===== config.mk =====
export PLATFORM = sky130hd
export DESIGN_NAME = brw_rom_port
export DESIGN_NICKNAME = d
export VERILOG_FILES = /design/src/rtl/brw_pkg.sv /design/src/rtl/lat_timer.sv /design/src/rtl/rom_array.sv /design/src/rtl/brw_rom_port.sv
export SDC_FILE = /design/constraint.sdc
export NUM_CORES = 1
export LEC_CHECK = 0
export ABC_AREA = 1
export BUFFER_PORTS_ARGS = -buffer_cell sky130_fd_sc_hd__buf_2
export CAP_MARGIN = 20
export CORE_MARGIN = 4
export CORE_UTILIZATION = 55
export CTS_BUF_LIST = sky130_fd_sc_hd__clkbuf_4 sky130_fd_sc_hd__clkbuf_8 sky130_fd_sc_hd__clkbuf_16
export DETAILED_ROUTE_END_ITERATION = 8
export GPL_TIMING_DRIVEN = 1
export HOLD_SLACK_MARGIN = 0.05
export PLACE_DENSITY = 0.77
export SYNTH_ARGS = -nofsm -noshare
export SYNTH_HDL_FRONTEND = slang
export SYNTH_SLANG_ARGS = --single-unit
export TNS_END_PERCENT = 20

===== constraint.sdc =====
create_clock -name clk -period 2.05 [get_ports clk]
set_clock_uncertainty 0.1 [all_clocks]
set_input_delay 0.1025 -clock clk [delete_from_list [all_inputs] [get_ports clk]]
set_output_delay 0.1025 -clock clk [all_outputs]
set_load 0.005 [all_outputs]

===== src/rtl/brw_pkg.sv =====
package brw_pkg;
  localparam int DW = 16;
  localparam int BW = 8;

  typedef logic [DW-1:0] word_t;
  typedef logic [BW-1:0] byte_t;

  // Fixed contents: multiplicative hash of the word index, folded with a constant
  function automatic word_t rom_word(input int unsigned idx);
    logic [31:0] prod;
    prod = idx * 32'h0000_9E37;
    return prod[DW-1:0] ^ 16'h5AC3;
  endfunction
endpackage


===== src/rtl/lat_timer.sv =====
module lat_timer #(
  parameter int CYC = 4
) (
  input  logic clk,
  input  logic rst,
  input  logic restart,
  output logic settled
);
  localparam int CW = $clog2(CYC) + 1;
  localparam logic [CW-1:0] LOAD = CW'(CYC - 1);

  logic [CW-1:0] cnt, cnt_nxt;

  always_comb begin
    if (restart)        cnt_nxt = LOAD;
    else if (cnt == '0) cnt_nxt = '0;
    else                cnt_nxt = cnt - 1'b1;
  end

  assign settled = (cnt_nxt == '0);

  always_ff @(posedge clk) begin
    if (rst) cnt <= LOAD;
    else     cnt <= cnt_nxt;
  end


  cnt_range_chk: assert property (@(posedge clk) disable iff (rst)
    cnt <= LOAD);
endmodule


===== src/rtl/rom_array.sv =====
module rom_array
  import brw_pkg::*;
#(
  parameter int AW = 6
) (
  input  logic [AW-1:0] raddr,
  output word_t         rdata
);
  localparam int DEPTH = 1 << AW;

  word_t mem [DEPTH];

  initial begin
    for (int i = 0; i < DEPTH; i++) mem[i] = rom_word(i);
  end

  assign rdata = mem[raddr];
endmodule


===== src/rtl/brw_rom_port.sv =====
module brw_rom_port
  import brw_pkg::*;
#(
  parameter int AW  = 6,
  parameter int LAT = 4
) (
  input  logic          clk,
  input  logic          rst,
  input  logic          word_mode,
  input  logic [AW-1:0] addr,
  input  logic          ce_n,
  input  logic          oe_n,
  input  logic          lsb_in,
  output logic [15:0]   dq,
  output logic          lo_en,
  output logic          hi_en,
  output logic          valid
);
  localparam int OE_CYC = (LAT / 2 < 1) ? 1 : LAT / 2;
  localparam int KW     = AW + 1;
  localparam int NPATH  = 3;

  logic [KW-1:0]    key, key_q;
  logic             ce_q, oe_q;
  logic [NPATH-1:0] restart, settled;
  word_t            word, dq_nxt;
  logic             valid_nxt;

  assign key        = {addr, (word_mode ? 1'b0 : lsb_in)};
  assign restart[0] = (key != key_q);
  assign restart[1] = ce_n | ce_q;
  assign restart[2] = oe_n | oe_q;

  for (genvar i = 0; i < NPATH; i++) begin : g_path
    localparam int CYC = (i == 2) ? OE_CYC : LAT;
    lat_timer #(.CYC(CYC)) u_tmr (
      .clk     (clk),
      .rst     (rst),
      .restart (restart[i]),
      .settled (settled[i])
    );
  end

  rom_array #(.AW(AW)) u_rom (
    .raddr (addr),
    .rdata (word)
  );

  assign valid_nxt = (&settled) & ~ce_n & ~oe_n;

  always_comb begin
    if (!valid_nxt)     dq_nxt = '0;
    else if (word_mode) dq_nxt = word;
    else                dq_nxt = {8'h00, (lsb_in ? word[15:8] : word[7:0])};
  end

  always_ff @(posedge clk) begin
    if (rst) begin
      key_q <= '0;
      ce_q  <= 1'b1;
      oe_q  <= 1'b1;
      dq    <= '0;
      lo_en <= 1'b0;
      hi_en <= 1'b0;
      valid <= 1'b0;
    end else begin
      key_q <= key;
      ce_q  <= ce_n;
      oe_q  <= oe_n;
      dq    <= dq_nxt;
      lo_en <= valid_nxt;
      hi_en <= valid_nxt & word_mode;
      valid <= valid_nxt;
    end
  end


  ce_off_chk: assert property (@(posedge clk) disable iff (rst)
    ce_n |=> (!valid && !lo_en && !hi_en && dq == '0));


  oe_off_chk: assert property (@(posedge clk) disable iff (rst)
    (!ce_n && oe_n) |=> (!valid && !lo_en && !hi_en));


  byte_hi_chk: assert property (@(posedge clk) disable iff (rst)
    !word_mode |=> (!hi_en && dq[15:8] == 8'h00));


  addr_restart_chk: assert property (@(posedge clk) disable iff (rst)
    ((LAT > 1) && (key != key_q)) |=> !valid);


  lane_valid_chk: assert property (@(posedge clk) disable iff (rst)
    valid |-> lo_en);

  // strap held outside reset
  mode_strap_chk: assert property (@(posedge clk) disable iff (rst)
    !rst |=> $stable(word_mode));
endmodule


# == Word-level counts from Yosys, hierarchy flattened ==
# Memories as Yosys holds them, arrays and structs flattened.
# Index checks and enable logic that the tools add are counted.
# word_totals
word_cells,42
romBits,1024
output_inout_bits,19
reg_bits,35
in_bits,12
n_memories,1
# memory_table
name,depth,word_bits,rd,rd_clocked_by_memory_dff,wr,line_no,text
u_rom.mem,64,16,1,0,0,rom_array.sv:11,word_t mem [DEPTH];
# classes
eq_ne,1
mux,9
n_reduce_logical,9
addsub,3
n_bitwise,9
# op_table
cell,count
$mux 8,2
$logic_not 3->1,4
$mux 3,4
$ne 7x7->1,1
$sub 3x1->3 const B,2
$logic_not 2->1,2
$mux 2,2
$not 1->1,4
$and 1x1->1,3
$reduce_and 3->1,1
$reduce_or 3->1,1
$or 1x1->1,2
$reduce_or 2->1,1
$sub 2x1->2 const B,1
$mux 1,1

# == Logic depth before layout (Yosys ltp) ==
# logic_depth
word_depth,9
depth_mapped,12

# == Cells and area by module ==
# From an unflattened synthesis, not the netlist that was laid out.
# hier_totals
cells_unflattened,372
hier_area_um2,2347.3
# modules_own_cells
module,area_per_inst_um2,cells_per_inst,seq_area_each_um2,n_inst
rom_array,1058.5,212,0.0,1
brw_rom_port,982.2,119,540.5,1
lat_timer (g_path[0].u_tmr ...),110.1,15,60.1,2
lat_timer (g_path[2].u_tmr),86.3,11,40.0,1

# == Worst setup path before layout ==
# No wires, ideal clock.
# synth_path
kind,input to register
start,in addr[0]
end,reg dq[1]
t_required_ns,1.837
stages,12
arrival_ns,1.357
setup_slack_ns,0.480
path_cell_list,buf_2 -> inv_1 -> ha_1 -> inv_1 -> nand2_1 -> nand2_1 -> o21ai_0 -> nand2_1 -> nand2_1 -> nand2_1 -> nor2_1 -> nor2_1
# synth_between
elab_chain_cells,8
word_cells_on_any_way,11
cone_classes,eq/ne (1); mux (3); bitwise (3); reduce/logical (3); memory (1)
# synth_lines
element,line_no,text
"start, declared",brw_rom_port.sv:10,"input logic [AW-1:0] addr,"
$ne 7x7->1,brw_rom_port.sv:30,assign restart[0] = (key != key_q);
$mux 3,lat_timer.sv:15,if (restart) cnt_nxt = LOAD;
$logic_not 3->1,lat_timer.sv:20,assign settled = (cnt_nxt == '0);
$reduce_and 3->1,brw_rom_port.sv:49,assign valid_nxt = (&settled) & ~ce_n & ~oe_n;
$and 1x1->1 (2 in series),brw_rom_port.sv:49,
$not 1->1 (no source line),n/a,
$reduce_or 2->1 (no source line),n/a,
"end signal, assigned",brw_rom_port.sv:70,dq <= dq_nxt;
"end, declared",brw_rom_port.sv:14,"output logic [15:0] dq,"
# Parallel ways exist; a longest one is shown, timed or not.
# A chain may end at the register's enable or synchronous reset.

# == Final worst setup path ==
# Ends and elaborated chain as after synthesis.

==> results.py <==
metrics = {
    "status": {
        "status": "complete, no violations",
    },
    "route": {
        "drt_iter0_markers": 249,
        "vias": 2469,
        "wl_per_cell_um": 13.1,
        "postRouteWirelength_um": 6030,
        "drc": 0,
        "vias_per_cell": 5.37,
        "ant_nets": 0,
        "dr.pass1.iters": 5,
    },
    "critical_path": {
        "endpoint": "dq[1]",
        "criticalPathCategory": "in2reg",
        "worstSetupEndpointType": "flip-flop",
        "r2r-end": "dq[15]",
        "worstSetupStartpoint": "addr[0]",
        "reg2reg_from": "g_path[1].u_tmr.cnt[0]",
        "worst-path-max-fanout": 10,
        "cp.arrival_ps": 1990,
        "r2r_cells": 10,
        "cp.required_ps": 2130,
        "start_kind": "input pin",
        "r2r_slack_ps": 280,
    },
    "place": {
        "hpwl_um": 4380,
        "dp.cells": 445,
        "portBuffers": 30,
        "place_area_mm2": 0.00253,
        "place_congestion": 0.910,
    },
    "yosys": {
        "synthArstFlopShare": 0,
        "ys_types": 31,
        "netlist_instances": 374,
        "synth_ff_type": "dfxtp_1",
        "syn-num-nets": 397,
        "synth-seq-area-share": 0.301,
        "yosys_warnings": 0,
        "synth_edf_count": 0,
        "ys_ff_latch": 35,
        "mappedNetlistArea_mm2": 0.00232,
        "avgSynthCellArea_um2": 6.22,
    },
    "final_layout": {
        "layout_common_cells": "115 x nand2_1, 47 x nor2_1, 45 x nand3_1, 35 x dfxtp_1, 30 x buf_2",
        "finalNonFillerCells": 460,
        "fin_area_mm2": 0.00274,
        "nets": 432,
        "final_common_cell": "nand2_1",
        "drive_above_1_share": 0.176,
        "n_fill_cell": 392,
        "seq_area_um2": 701,
        "n_antenna_cell": 0,
        "multiInputGateArea_mm2": 0.00144,
        "syn2layout_area_growth_pct": 18.0,
    },
    "die": {
        "dieArea_mm2": 0.00533,
        "start_util": 0.573,
        "ios": 31,
        "die_y_um": 73.0,
        "die_w_um": 73.0,
        "coreArea_mm2": 0.00406,
        "rows": 23,
    },
    "min_path": {
        "hp-class": "in2reg",
    },
    "timing": {
        "fmax_ghz": 0.524,
        "period_minus_slack_ps": 1910,
        "timing.hold.ws_ps": 125,
        "setup_viol": 0,
        "worst_pin_slew_ps": 366,
        "fin_crit_sh": 0.931,
        "finalHoldViolations": 0,
        "relSlewSlack": 0.756,
        "slew_viol_final": 0,
    },
    "global_route": {
        "grt_pass1_wl_um": 10200,
        "grtUsageTotal": 0.241,
        "grt_overflow": 0,
        "grt_pass1_vias": 2325,
        "antenna_found_initial": 0,
        "grt_max_degree": 25,
    },
    "clock_network": {
        "clk_pin_slew_ps": 70,
        "cts_tree": "done",
        "cts_buffers": 5,
        "clockBufferDepth": 2,
        "cts-root-buf": "clkbuf_8",
        "clock_sinks": 35,
        "clk_latency_ps": 280,
        "cts.htree.levels": 2,
    },
    "flow_run": {
        "maxCapViolations": 0,
    },
    "power": {
        "power.density_mw_per_mm2": 620,
        "power_mw": 1.70,
        "leakage_nw": 1.44,
        "peakVddDrop_uv": 546,
    },
}
[cells by family (layout without fill, tap and decap cells)]
group | Yosys count | count (layout) | share of synthesized area
simple gates | 231 | 231 | 0.431
flops | 35 | 35 | 0.301
fa+ha+maj | 11 | 11 | 0.0592
compound gates | 45 | 45 | 0.106
xor+xnor | 3 | 3 | 0.0113
buf+inv | 49 | 85 | 0.0910
[power by group]
| part | internal (mW) | switching (mW) | leakage (nW) |
|---|---|---|---|
| sequential | 0.690 | 0.00448 | 0.285 |
| combinational | 0.133 | 0.236 | 1.09 |
| clock | 0.393 | 0.243 | 0.0612 |
[sequential cells by signal, summed over array words and instances, names as in the netlist]
register          cells
hi_en                 1
key_q                 7
valid                 1
g_path.u_tmr.cnt      8
oe_q                  1
dq                   16
ce_q                  1
[worst min path at each step]
stage                 start       end  slack, ps  depth (start not counted)
floorplan               rst      ce_q        110                          1
global placement       oe_n      oe_q        210                          2
detailed placement     oe_n      oe_q        210                          2
CTS                 addr[1]  key_q[2]         70                          3
global route        addr[1]  key_q[2]        160                          3
finish              addr[1]  key_q[2]        130                          3
[Yosys cell counts, types with 3 or more instances]
library cell	number	area [um^2]
nand4_1	4	25.0
nor2_1	48	180
buf_4	3	22.5
ha_1	11	138
nand2_1	120	450
inv_1	26	97.6
buf_2	7	35.0
dfxtp_1	35	701
a21oi_1	16	80.1
nor2_2	3	18.8
o211ai_1	5	37.5
inv_2	4	15.0
clkbuf_1	7	26.3
nand3_1	45	225
or2_2	4	25.0
o21ai_0	18	90.1
[critical path: stages]
cell and delay [ps]:
dlygate4sd3_1 530, buf_2 140, buf_4 180, ha_1 220
inv_1 50, nand2_1 120, nand3_1 120, o21ai_0 100
nand2_1 70, nand2_1 50, nand2_1 60, nand2_1 80
nor2_1 100, nor2_1 50
[repair_timing]
action | CTS | global route
setup endpoints to repair | 0 | 9
endpoints found under the hold margin | 19 | 0
setup buffers | 0 | 1
hold buffers | 6 | 0
gates resized for setup | 0 | 10
[per-stage QoR]
| step | setup TNS [ps] | utilization | setup WS (ps) |
|---|---|---|---|
| final | 0 | 0.676 | 142 |
| after global routing | -58.5 | 0.676 | -30.9 |
| after CTS | 0 | 0.666 | 42.6 |
| after detailed placement | 0 | 0.623 | 264 |
| after global placement | 0 | 0.623 | 271 |
| after floorplan | 0 | - | 480 |
[cell type report]
| type | instances | area share |
|---|---|---|
| clock buffer | 6 | 0.0301 |
| clock inverter | 2 | 0.0128 |
| inverter | 30 | 0.0424 |
| multi-input combinational | 290 | 0.525 |
| sequential | 35 | 0.255 |
| tap | 50 | 0.0228 |
| timing repair buffer | 47 | 0.111 |
[metal layers]
metal | vias to the layer above | track usage | part of all wire
met1 | 1110 | 0.302 | 0.43
met4 | 0 | 0.107 | 0.031
met5 | - | 0 | 0
met3 | 19 | 0.0441 | 0.051
li1 | 1260 | - | -
met2 | 80 | 0.401 | 0.49
No activity file was read; power rests on OpenSTA's default activity.
